==> config.mk <==
export PLATFORM = sky130hd
export DESIGN_NAME = dtrig_bank
export DESIGN_NICKNAME = d
export VERILOG_FILES = /design/src/rtl/dtrig_pkg.sv /design/src/rtl/dtrig_ctl_legal.sv /design/src/rtl/dtrig_ext_legal.sv /design/src/rtl/dtrig_slot.sv /design/src/rtl/dtrig_bank.sv
export SDC_FILE = /design/constraint.sdc
export NUM_CORES = 1
export LEC_CHECK = 0
export BUFFER_PORTS_ARGS = -buffer_cell sky130_fd_sc_hd__buf_2
export CORE_ASPECT_RATIO = 1.75
export CORE_MARGIN = 2
export CORE_UTILIZATION = 44
export CTS_BUF_LIST = sky130_fd_sc_hd__clkbuf_2
export DETAILED_ROUTE_END_ITERATION = 12
export GPL_TIMING_DRIVEN = 1
export PLACE_DENSITY_LB_ADDON = 0.12
export RECOVER_POWER = 100
export SYNTH_ARGS = -nofsm -noshare
export SYNTH_HDL_FRONTEND = slang
export SYNTH_SLANG_ARGS = --single-unit
==> constraint.sdc <==
create_clock -name clk -period 2.05 [get_ports clk]
set_input_delay 0.1025 -clock clk [delete_from_list [all_inputs] [get_ports clk]]
set_output_delay 0.1025 -clock clk [all_outputs]
set_load 0.1 [all_outputs]
==> src/rtl/dtrig_pkg.sv <==
package dtrig_pkg;
  typedef enum logic [2:0] {
    CSR_SEL  = 3'd0,
    CSR_CTL  = 3'd1,
    CSR_CMP  = 3'd2,
    CSR_EXT  = 3'd3,
    CSR_INFO = 3'd4,
    CSR_CTX  = 3'd5
  } csr_code_e;

  localparam logic [3:0]  KIND_ADDR_MATCH = 4'd2;
  localparam logic [31:0] CTL_KIND_BITS   = {KIND_ADDR_MATCH, 28'h0};
  // privilege enables (3,4,6) and access enables (0,1,2)
  localparam logic [31:0] CTL_KEEP_MASK   = 32'h0000_005F;
  localparam logic [31:0] SIZE_LO_MASK    = 32'h0003_0000;
  localparam logic [31:0] SIZE_HI_MASK    = 32'h0060_0000;
  // context value (31:26) plus top bit of the selector (25)
  localparam logic [31:0] EXT_KEEP_MASK   = 32'hFE00_0000;
  localparam logic [31:0] INFO_VALUE      = 32'h0000_0044;

  function automatic logic size_code_ok(input logic [3:0] code);
    return (code <= 4'd3) || (code == 4'd5);
  endfunction
endpackage

==> src/rtl/dtrig_ctl_legal.sv <==
module dtrig_ctl_legal
  import dtrig_pkg::*;
#(
  parameter bit WIDE_SIZE = 1'b1
) (
  input  logic [31:0] raw,
  output logic [31:0] legal
);
  logic [3:0]  size_code;
  logic [31:0] size_mask;

  generate
    if (WIDE_SIZE) begin : g_wide
      assign size_code = {raw[22:21], raw[17:16]};
      assign size_mask = SIZE_HI_MASK | SIZE_LO_MASK;
    end else begin : g_narrow
      assign size_code = {2'b00, raw[17:16]};
      assign size_mask = SIZE_LO_MASK;
    end
  endgenerate

  always_comb begin
    legal = CTL_KIND_BITS | (raw & CTL_KEEP_MASK);
    if (size_code_ok(size_code)) legal = legal | (raw & size_mask);
  end
endmodule

==> src/rtl/dtrig_ext_legal.sv <==
module dtrig_ext_legal
  import dtrig_pkg::*;
(
  input  logic [31:0] raw,
  output logic [31:0] legal
);
  // selector codes 0..3 collapse to 0, 4..7 to 4: only bit 25 survives
  assign legal = raw & EXT_KEEP_MASK;
endmodule

==> src/rtl/dtrig_slot.sv <==
module dtrig_slot
  import dtrig_pkg::*;
(
  input  logic        clk,
  input  logic        rst_n,
  input  logic        wr_ctl,
  input  logic        wr_cmp,
  input  logic        wr_ext,
  input  logic [31:0] ctl_new,
  input  logic [31:0] cmp_new,
  input  logic [31:0] ext_new,
  output logic [31:0] ctl,
  output logic [31:0] cmp,
  output logic [31:0] ext,
  output logic        reconf
);
  always_ff @(posedge clk or negedge rst_n) begin
    if (!rst_n) begin
      ctl    <= CTL_KIND_BITS;
      cmp    <= '0;
      ext    <= '0;
      reconf <= 1'b0;
    end else begin
      if (wr_ctl) ctl <= ctl_new;
      if (wr_cmp) cmp <= cmp_new;
      if (wr_ext) ext <= ext_new;
      reconf <= (wr_ctl && (ctl_new != ctl)) || (wr_cmp && (cmp_new != cmp));
    end
  end

  p_kind_fixed_r3: assert property (@(posedge clk) disable iff (!rst_n)
    (ctl[31:28] == KIND_ADDR_MATCH) && !ctl[27]);
  p_size_legal_r5: assert property (@(posedge clk) disable iff (!rst_n)
    size_code_ok({ctl[22:21], ctl[17:16]}));
  p_ext_low_zero_r6: assert property (@(posedge clk) disable iff (!rst_n)
    ext[24:0] == 25'd0);
  p_change_strobes_r9: assert property (@(posedge clk) disable iff (!rst_n)
    ((ctl != $past(ctl)) || (cmp != $past(cmp))) |-> reconf);
  p_strobe_cause_r9: assert property (@(posedge clk) disable iff (!rst_n)
    reconf |-> ($past(wr_ctl) || $past(wr_cmp)));
endmodule

==> src/rtl/dtrig_bank.sv <==
module dtrig_bank
  import dtrig_pkg::*;
#(
  parameter int NUM_TRIG  = 2,
  parameter bit WIDE_SIZE = 1'b1
) (
  input  logic                   clk,
  input  logic                   rst_n,
  input  logic [2:0]             csr_addr,
  input  logic                   csr_we,
  input  logic [31:0]            csr_wdata,
  output logic [31:0]            csr_rdata,
  output logic [32*NUM_TRIG-1:0] trig_ctl,
  output logic [32*NUM_TRIG-1:0] trig_cmp,
  output logic [32*NUM_TRIG-1:0] trig_ext,
  output logic [31:0]            mctx,
  output logic [NUM_TRIG-1:0]    trig_reconf
);
  localparam int SEL_W = (NUM_TRIG > 1) ? $clog2(NUM_TRIG) : 1;

  logic [SEL_W-1:0] sel_q;
  logic [31:0]      ctx_q;
  logic [31:0]      ctl_legal, ext_legal;
  logic [31:0]      ctl_a [NUM_TRIG];
  logic [31:0]      cmp_a [NUM_TRIG];
  logic [31:0]      ext_a [NUM_TRIG];
  logic             sel_wr, sel_in_range;

  dtrig_ctl_legal #(.WIDE_SIZE(WIDE_SIZE)) u_ctl_legal (
    .raw(csr_wdata), .legal(ctl_legal));
  dtrig_ext_legal u_ext_legal (.raw(csr_wdata), .legal(ext_legal));

  assign sel_wr       = csr_we && (csr_addr == CSR_SEL);
  assign sel_in_range = csr_wdata < 32'(NUM_TRIG);

  always_ff @(posedge clk or negedge rst_n) begin
    if (!rst_n) begin
      sel_q <= '0;
      ctx_q <= '0;
    end else begin
      if (sel_wr && sel_in_range) sel_q <= csr_wdata[SEL_W-1:0];
      if (csr_we && (csr_addr == CSR_CTX)) ctx_q <= csr_wdata;
    end
  end

  generate
    for (genvar i = 0; i < NUM_TRIG; i++) begin : g_slot
      logic hit;
      assign hit = csr_we && (sel_q == SEL_W'(i));
      dtrig_slot u_slot (
        .clk    (clk),
        .rst_n  (rst_n),
        .wr_ctl (hit && (csr_addr == CSR_CTL)),
        .wr_cmp (hit && (csr_addr == CSR_CMP)),
        .wr_ext (hit && (csr_addr == CSR_EXT)),
        .ctl_new(ctl_legal),
        .cmp_new(csr_wdata),
        .ext_new(ext_legal),
        .ctl    (ctl_a[i]),
        .cmp    (cmp_a[i]),
        .ext    (ext_a[i]),
        .reconf (trig_reconf[i])
      );
      assign trig_ctl[32*i +: 32] = ctl_a[i];
      assign trig_cmp[32*i +: 32] = cmp_a[i];
      assign trig_ext[32*i +: 32] = ext_a[i];
    end
  endgenerate

  assign mctx = ctx_q;

  always_comb begin
    unique case (csr_addr)
      CSR_SEL:  csr_rdata = 32'(sel_q);
      CSR_CTL:  csr_rdata = ctl_a[sel_q];
      CSR_CMP:  csr_rdata = cmp_a[sel_q];
      CSR_EXT:  csr_rdata = ext_a[sel_q];
      CSR_INFO: csr_rdata = INFO_VALUE;
      CSR_CTX:  csr_rdata = ctx_q;
      default:  csr_rdata = '0;
    endcase
  end

  p_sel_hold_r2: assert property (@(posedge clk) disable iff (!rst_n)
    (sel_wr && !sel_in_range) |=> $stable(sel_q));
  p_info_read_r7: assert property (@(posedge clk) disable iff (!rst_n)
    (csr_addr == CSR_INFO) |-> (csr_rdata == 32'h0000_0044));
  p_one_strobe_r9: assert property (@(posedge clk) disable iff (!rst_n)
    $onehot0(trig_reconf));
endmodule

---- Word level (Yosys, flattened, before mapping) ----
Cells that the tools add are included.
word-level totals
  register bits after elaboration ......... 177
  input port bits ......................... 38
  output and inout port bits .............. 258
  word-level logic and storage cells ...... 56
operators by class
  order comparisons ....................... 3
  equality and inequality tests ........... 10
  mux-type cells .......................... 11
  bitwise logic cells ..................... 3
  reductions and logical operators ........ 19
operators by type and width
  operator               number
  $mux W32               9
  $pmux W32 S6           1
  $ne A30 B32 Y1         2
  $ne A32 B32 Y1         2
  $lt A32 B2 Y1 const B  1
  $mux W30               1
  $or A30 B23 Y30        1
  $logic_and A1 B1 Y1    15
  $eq A3 B2 Y1 const B   2
  $eq A3 B3 Y1 const B   2
  $eq A4 B3 Y1 const B   1
  $le A4 B2 Y1 const B   1
  $eq A3 B1 Y1 const B   1
  $logic_not A3 Y1       1
  $logic_or A1 B1 Y1     3
  $ge A2 B2 Y1 const B   1
  $not A1 Y2             1
  $not A1 Y1             1

---- Logic depth before layout (Yosys ltp) ----
  depth in word-level cells ............... 6
  depth in mapped cells ................... 7
  depth with buffers taken out ............ 5

---- Hierarchy ----
From an unflattened synthesis, not the netlist that was laid out.
unflattened totals
  cells, all modules ...................... 973
  area, all modules ....................... 12306.8 um^2
by module, submodules not included
  module           instances  cells an instance  area an instance (um^2)  seq. area each (um^2)
  dtrig_slot       2          292                4275.4                   2428.6
  dtrig_bank       1          321                3248.1                   825.8
  dtrig_ctl_legal  1          35                 264.0                    0.0
  dtrig_ext_legal  1          33                 244.0                    0.0

---- Worst setup path before layout ----
Ideal clock, no wire load.
  path kind ............................... reg-to-output
  start point ............................. reg g_slot[0].u_slot.cmp[6]
  end point ............................... out csr_rdata[6]
  data arrival time ....................... 3.315 ns
  data required time ...................... 1.947 ns
  setup slack ............................. -1.367 ns
  stages on the path, launching flop included .. 3
  buffers on the path ..................... 0
  path through ............................ dfrtp_1 -> a221oi_1 -> o21ai_0
on the way
  cells in the longest elaborated chain, start to end .. 4
ends and longest elaborated chain
  what                                          RTL line          RTL
  start, declared                               dtrig_slot.sv:13  output logic [31:0] cmp,
  start signal, assigned                        dtrig_slot.sv:25  if (wr_cmp) cmp <= cmp_new;
  $mux W32 (implied by the code) (3 in series)  dtrig_bank.sv:76  CSR_CMP: csr_rdata = cmp_a[sel_q];
  $pmux W32 S6                                  dtrig_bank.sv:73  unique case (csr_addr)
  end, declared                                 dtrig_bank.sv:12  output logic [31:0] csr_rdata,
Every way passes these cells. The select of a mux whose other input is x is not followed.

---- Worst setup path after layout ----
  start point ............................. reg sel_q
  end point ............................... out csr_rdata[27]
on the way
  cells in the longest elaborated chain, start to end .. 5
  elaborated cells on any way between the ends .. 11
  those cells by class .................... 10 x mux; 1 x bitwise
ends and longest elaborated chain
  what                                              RTL line                                              RTL
  start, declared                                   dtrig_bank.sv:21                                      logic [SEL_W-1:0] sel_q;
  start signal, assigned                            dtrig_bank.sv:41                                      if (sel_wr && sel_in_range) sel_q <= csr_wdata[SEL_W-1:0];
  $not A1 Y2 (implied by the code) (*)              dtrig_bank.sv:75, dtrig_bank.sv:76, dtrig_bank.sv:77
  $mux W32, on equally long branches (3 in series)  dtrig_bank.sv:77, dtrig_bank.sv:75, dtrig_bank.sv:76
  $pmux W32 S6 (*)                                  dtrig_bank.sv:73
Mark *: on every way between the ends. The rest lies on a longest branch, timed or not. The select of a mux whose other input is x is not followed.

==> impl_metrics.json <==
{
  "cts_tree": "built",
  "antenna_found_initial": 1,
  "area_growth_pct": 34.30,
  "hold_viol": 0,
  "power_frac_seq": 0.312,
  "cp_max_fo": 11,
  "synth_cell_types": 47,
  "finalCritPeriodShare": 1.105,
  "routabilityCongestion": 0.8784,
  "yosysSeqAreaShare": 0.4266,
  "cts_buffer_depth": 2,
  "leakagePower_nw": 5.061,
  "final_antenna_net_count": 0,
  "initialDrtViolationCount": 152,
  "avgSynthCellArea_sq_um": 11.23,
  "switching_share": 0.5727,
  "fillers": 1544,
  "vias": 6133,
  "root_buffer": "clkbuf_2",
  "cts_buffers": 17,
  "placementRows": 64,
  "start_util": 0.4470,
  "wl_per_cell_microns": 20.77,
  "grt_pass1_wl_microns": 37640,
  "max_cap_viol_count": 1,
  "violations": "capacitance limit, slew limit, setup timing",
  "die_y_microns": 180.2,
  "hpwl_microns": 17880,
  "clock.fmax_mhz": 441.6,
  "finalCriticalPeriod_ns": 2.265,
  "finalSetupTns_ns": -5.500,
  "p_clk_frac": 0.147,
  "die_w_microns": 104.7,
  "netlist_area_sq_um": 7802,
  "htreeDepth": 4,
  "p_int_mw": 4.704,
  "arrival_ns": 2.16,
  "grt_usage": 0.2593,
  "holdWs_ns": 0.1396,
  "post-place-ws_ns": 0.2963,
  "critPathKind": "reg2out",
  "grt_pass1_vias": 6300,
  "core_sq_um": 17460,
  "port-buffer-count": 201,
  "report.final.slew_viol_count": 58,
  "vdd_drop_max_uv": 570.2,
  "skew_ns": 0.03686,
  "placed_cells": 1098,
  "clkLatencyLatePin_ns": 0.69,
  "postSynthCellCount": 695,
  "power_density_nw_per_um2": 1051,
  "drt_pre_antenna_iters": 4,
  "drive_above_1_share": 0.4715,
  "grt_max_degree": 59,
  "via_per_inst": 5.206,
  "clk_pin_slew_worst_paths_ns": 0.22,
  "tightest_slew_ns": 1.600,
  "drc": 0,
  "gr-total-overflow": 0,
  "ys_ff_latch": 133,
  "crit_required_ns": 1.95,
  "critPathLaunchType": "flip-flop",
  "num_io_pins": 296,
  "wl_microns": 24460,
  "synth_warnings": 0,
  "outcome": "finished with violations",
  "p_comb_frac": 0.541,
  "mostFrequentLayoutCell": "clkbuf_2",
  "stdcell_count": 1178,
  "cts.sinks": 133,
  "setup_viol": 47,
  "hp-class": "in2reg",
  "timing.final.ws_setup_ns": -0.2145,
  "final_cell_mix": "clkbuf_2 (149), dfrtp_1 (130), mux2_2 (121)",
  "nets": 971,
  "switchingPower_mw": 6.306,
  "relSlewSlack": -0.06693,
  "endpoint_kind": "primary output",
  "rsz0062_at_grt": "true",
  "dieArea_sq_um": 18860
}
==> worst max-delay path, stage by stage, from the launching register on <==
cell and delay (ns):
dfrtp_2 0.53, buf_4 0.19, buf_16 0.16, mux2i_4 0.19, o221ai_4 0.19, buf_12 0.20
==> final cells by class <==
type | count | area [sq um] | share of cell area
diodes | 1 | 2.502 | 0.0002388
clock buffers | 17 | 85.08 | 0.008119
clock inverters | 15 | 155.1 | 0.01481
inverters | 4 | 15.01 | 0.001433
multi-input cells | 511 | 4466 | 0.4261
flip-flops and latches | 133 | 3337 | 0.3184
well taps | 231 | 289.0 | 0.02758
repair buffers | 266 | 2130 | 0.2032
==> cell usage after synthesis (all sizes together) <==
cell / count / area share
a211o: 1 / 0.0011
a211oi: 1 / 0.00096
a21oi: 3 / 0.0019
a221oi: 2 / 0.0022
a22oi: 1 / 0.00096
a311oi: 1 / 0.0011
a31oi: 1 / 0.00080
a41oi: 1 / 0.0011
and2: 2 / 0.0016
and2b: 1 / 0.00096
and3: 1 / 0.00080
buf: 121 / 0.11
clkbuf: 18 / 0.0087
conb: 2 / 0.00096
dfrtp: 133 / 0.43
inv: 4 / 0.0019
mux2: 123 / 0.18
mux2i: 44 / 0.056
nand2: 45 / 0.022
nand2b: 5 / 0.0050
nand3: 3 / 0.0019
nand4: 7 / 0.0056
nor2: 9 / 0.0059
nor2b: 4 / 0.0035
nor3: 6 / 0.0053
nor3b: 1 / 0.00096
nor4: 24 / 0.019
nor4b: 1 / 0.0011
nor4bb: 2 / 0.0026
o211ai: 1 / 0.00096
o21ai: 30 / 0.019
o221ai: 13 / 0.015
o22ai: 2 / 0.0016
o31ai: 3 / 0.0029
o32a: 1 / 0.0013
xnor2: 7 / 0.0079
xor2: 71 / 0.080
==> routing by layer <==
metal  share of wire  up-vias  global-route usage
met2            0.56      238              0.4931
li1                -     2722                   -
met1            0.36     3117              0.2857
met4           0.032        0             0.09333
met5               0        -                   0
met3           0.042       56             0.04304
==> kinds of logic (layout without fill, tap and decap cells) <==
kind of cell    after synthesis  after routing  synth area share
flops                       133            133            0.4266
mux                         167            167            0.2340
simple gates                111            111           0.07681
buf+inv                     143            302            0.1233
compound gates               61             61           0.05084
xor+xnor                     78             78           0.08756
other cells                   2             95         0.0009625
==> power by group through the flow <==
stage	Combinational (mW)	Clock, mW	Sequential, mW
3_3_place_gp	5.82	0	3.42
4_1_cts	5.98	1.65	3.41
3_5_place_dp	5.85	0	3.44
5_1_grt	6.13	1.79	3.49
2_1_floorplan	2.33	0	5.94
6_report	5.96	1.62	3.43
==> registers in the layout, indices dropped and copies added (netlist names) <==
register,count
g_slot.u_slot.ctl,20
g_slot.u_slot.reconf,2
g_slot.u_slot.cmp,64
g_slot.u_slot.ext,14
sel_q,1
mctx,32
==> worst paths after layout <==
check                      slack, ns        start  cells after the start                        to
hold reg to reg                 0.56     mctx[21]                      2                  mctx[21]
max in group asynchronous       0.07        rst_n                      4   g_slot[0].u_slot.cmp[3]
setup reg to reg               -0.03        sel_q                      4  g_slot[1].u_slot.cmp[12]
min in group asynchronous       0.86        rst_n                      3                  mctx[28]
setup / recovery               -0.21        sel_q                      5             csr_rdata[27]
hold / removal                  0.14  csr_addr[0]                      4  g_slot[1].u_slot.ext[30]
==> per-stage QoR <==
step	area [sq um]	utilization	total power [mW]
3_3_place_gp	9567	0.5480	9.234
6_report	10480	0.6003	11.01
3_5_place_dp	9567	0.5480	9.290
2_1_floorplan	8594	-	8.277
5_1_grt	10480	0.6003	11.40
4_1_cts	10420	0.5968	11.04
==> repair_timing <==
action,CTS,global route
hold buffers,40,0
pin swaps,3,0
endpoints found under the setup margin,32,32
gates resized for setup,38,13
gates cloned,1,0
setup buffers,3,3
hold endpoints to repair,262,0
(Power assumes the default switching activity.)
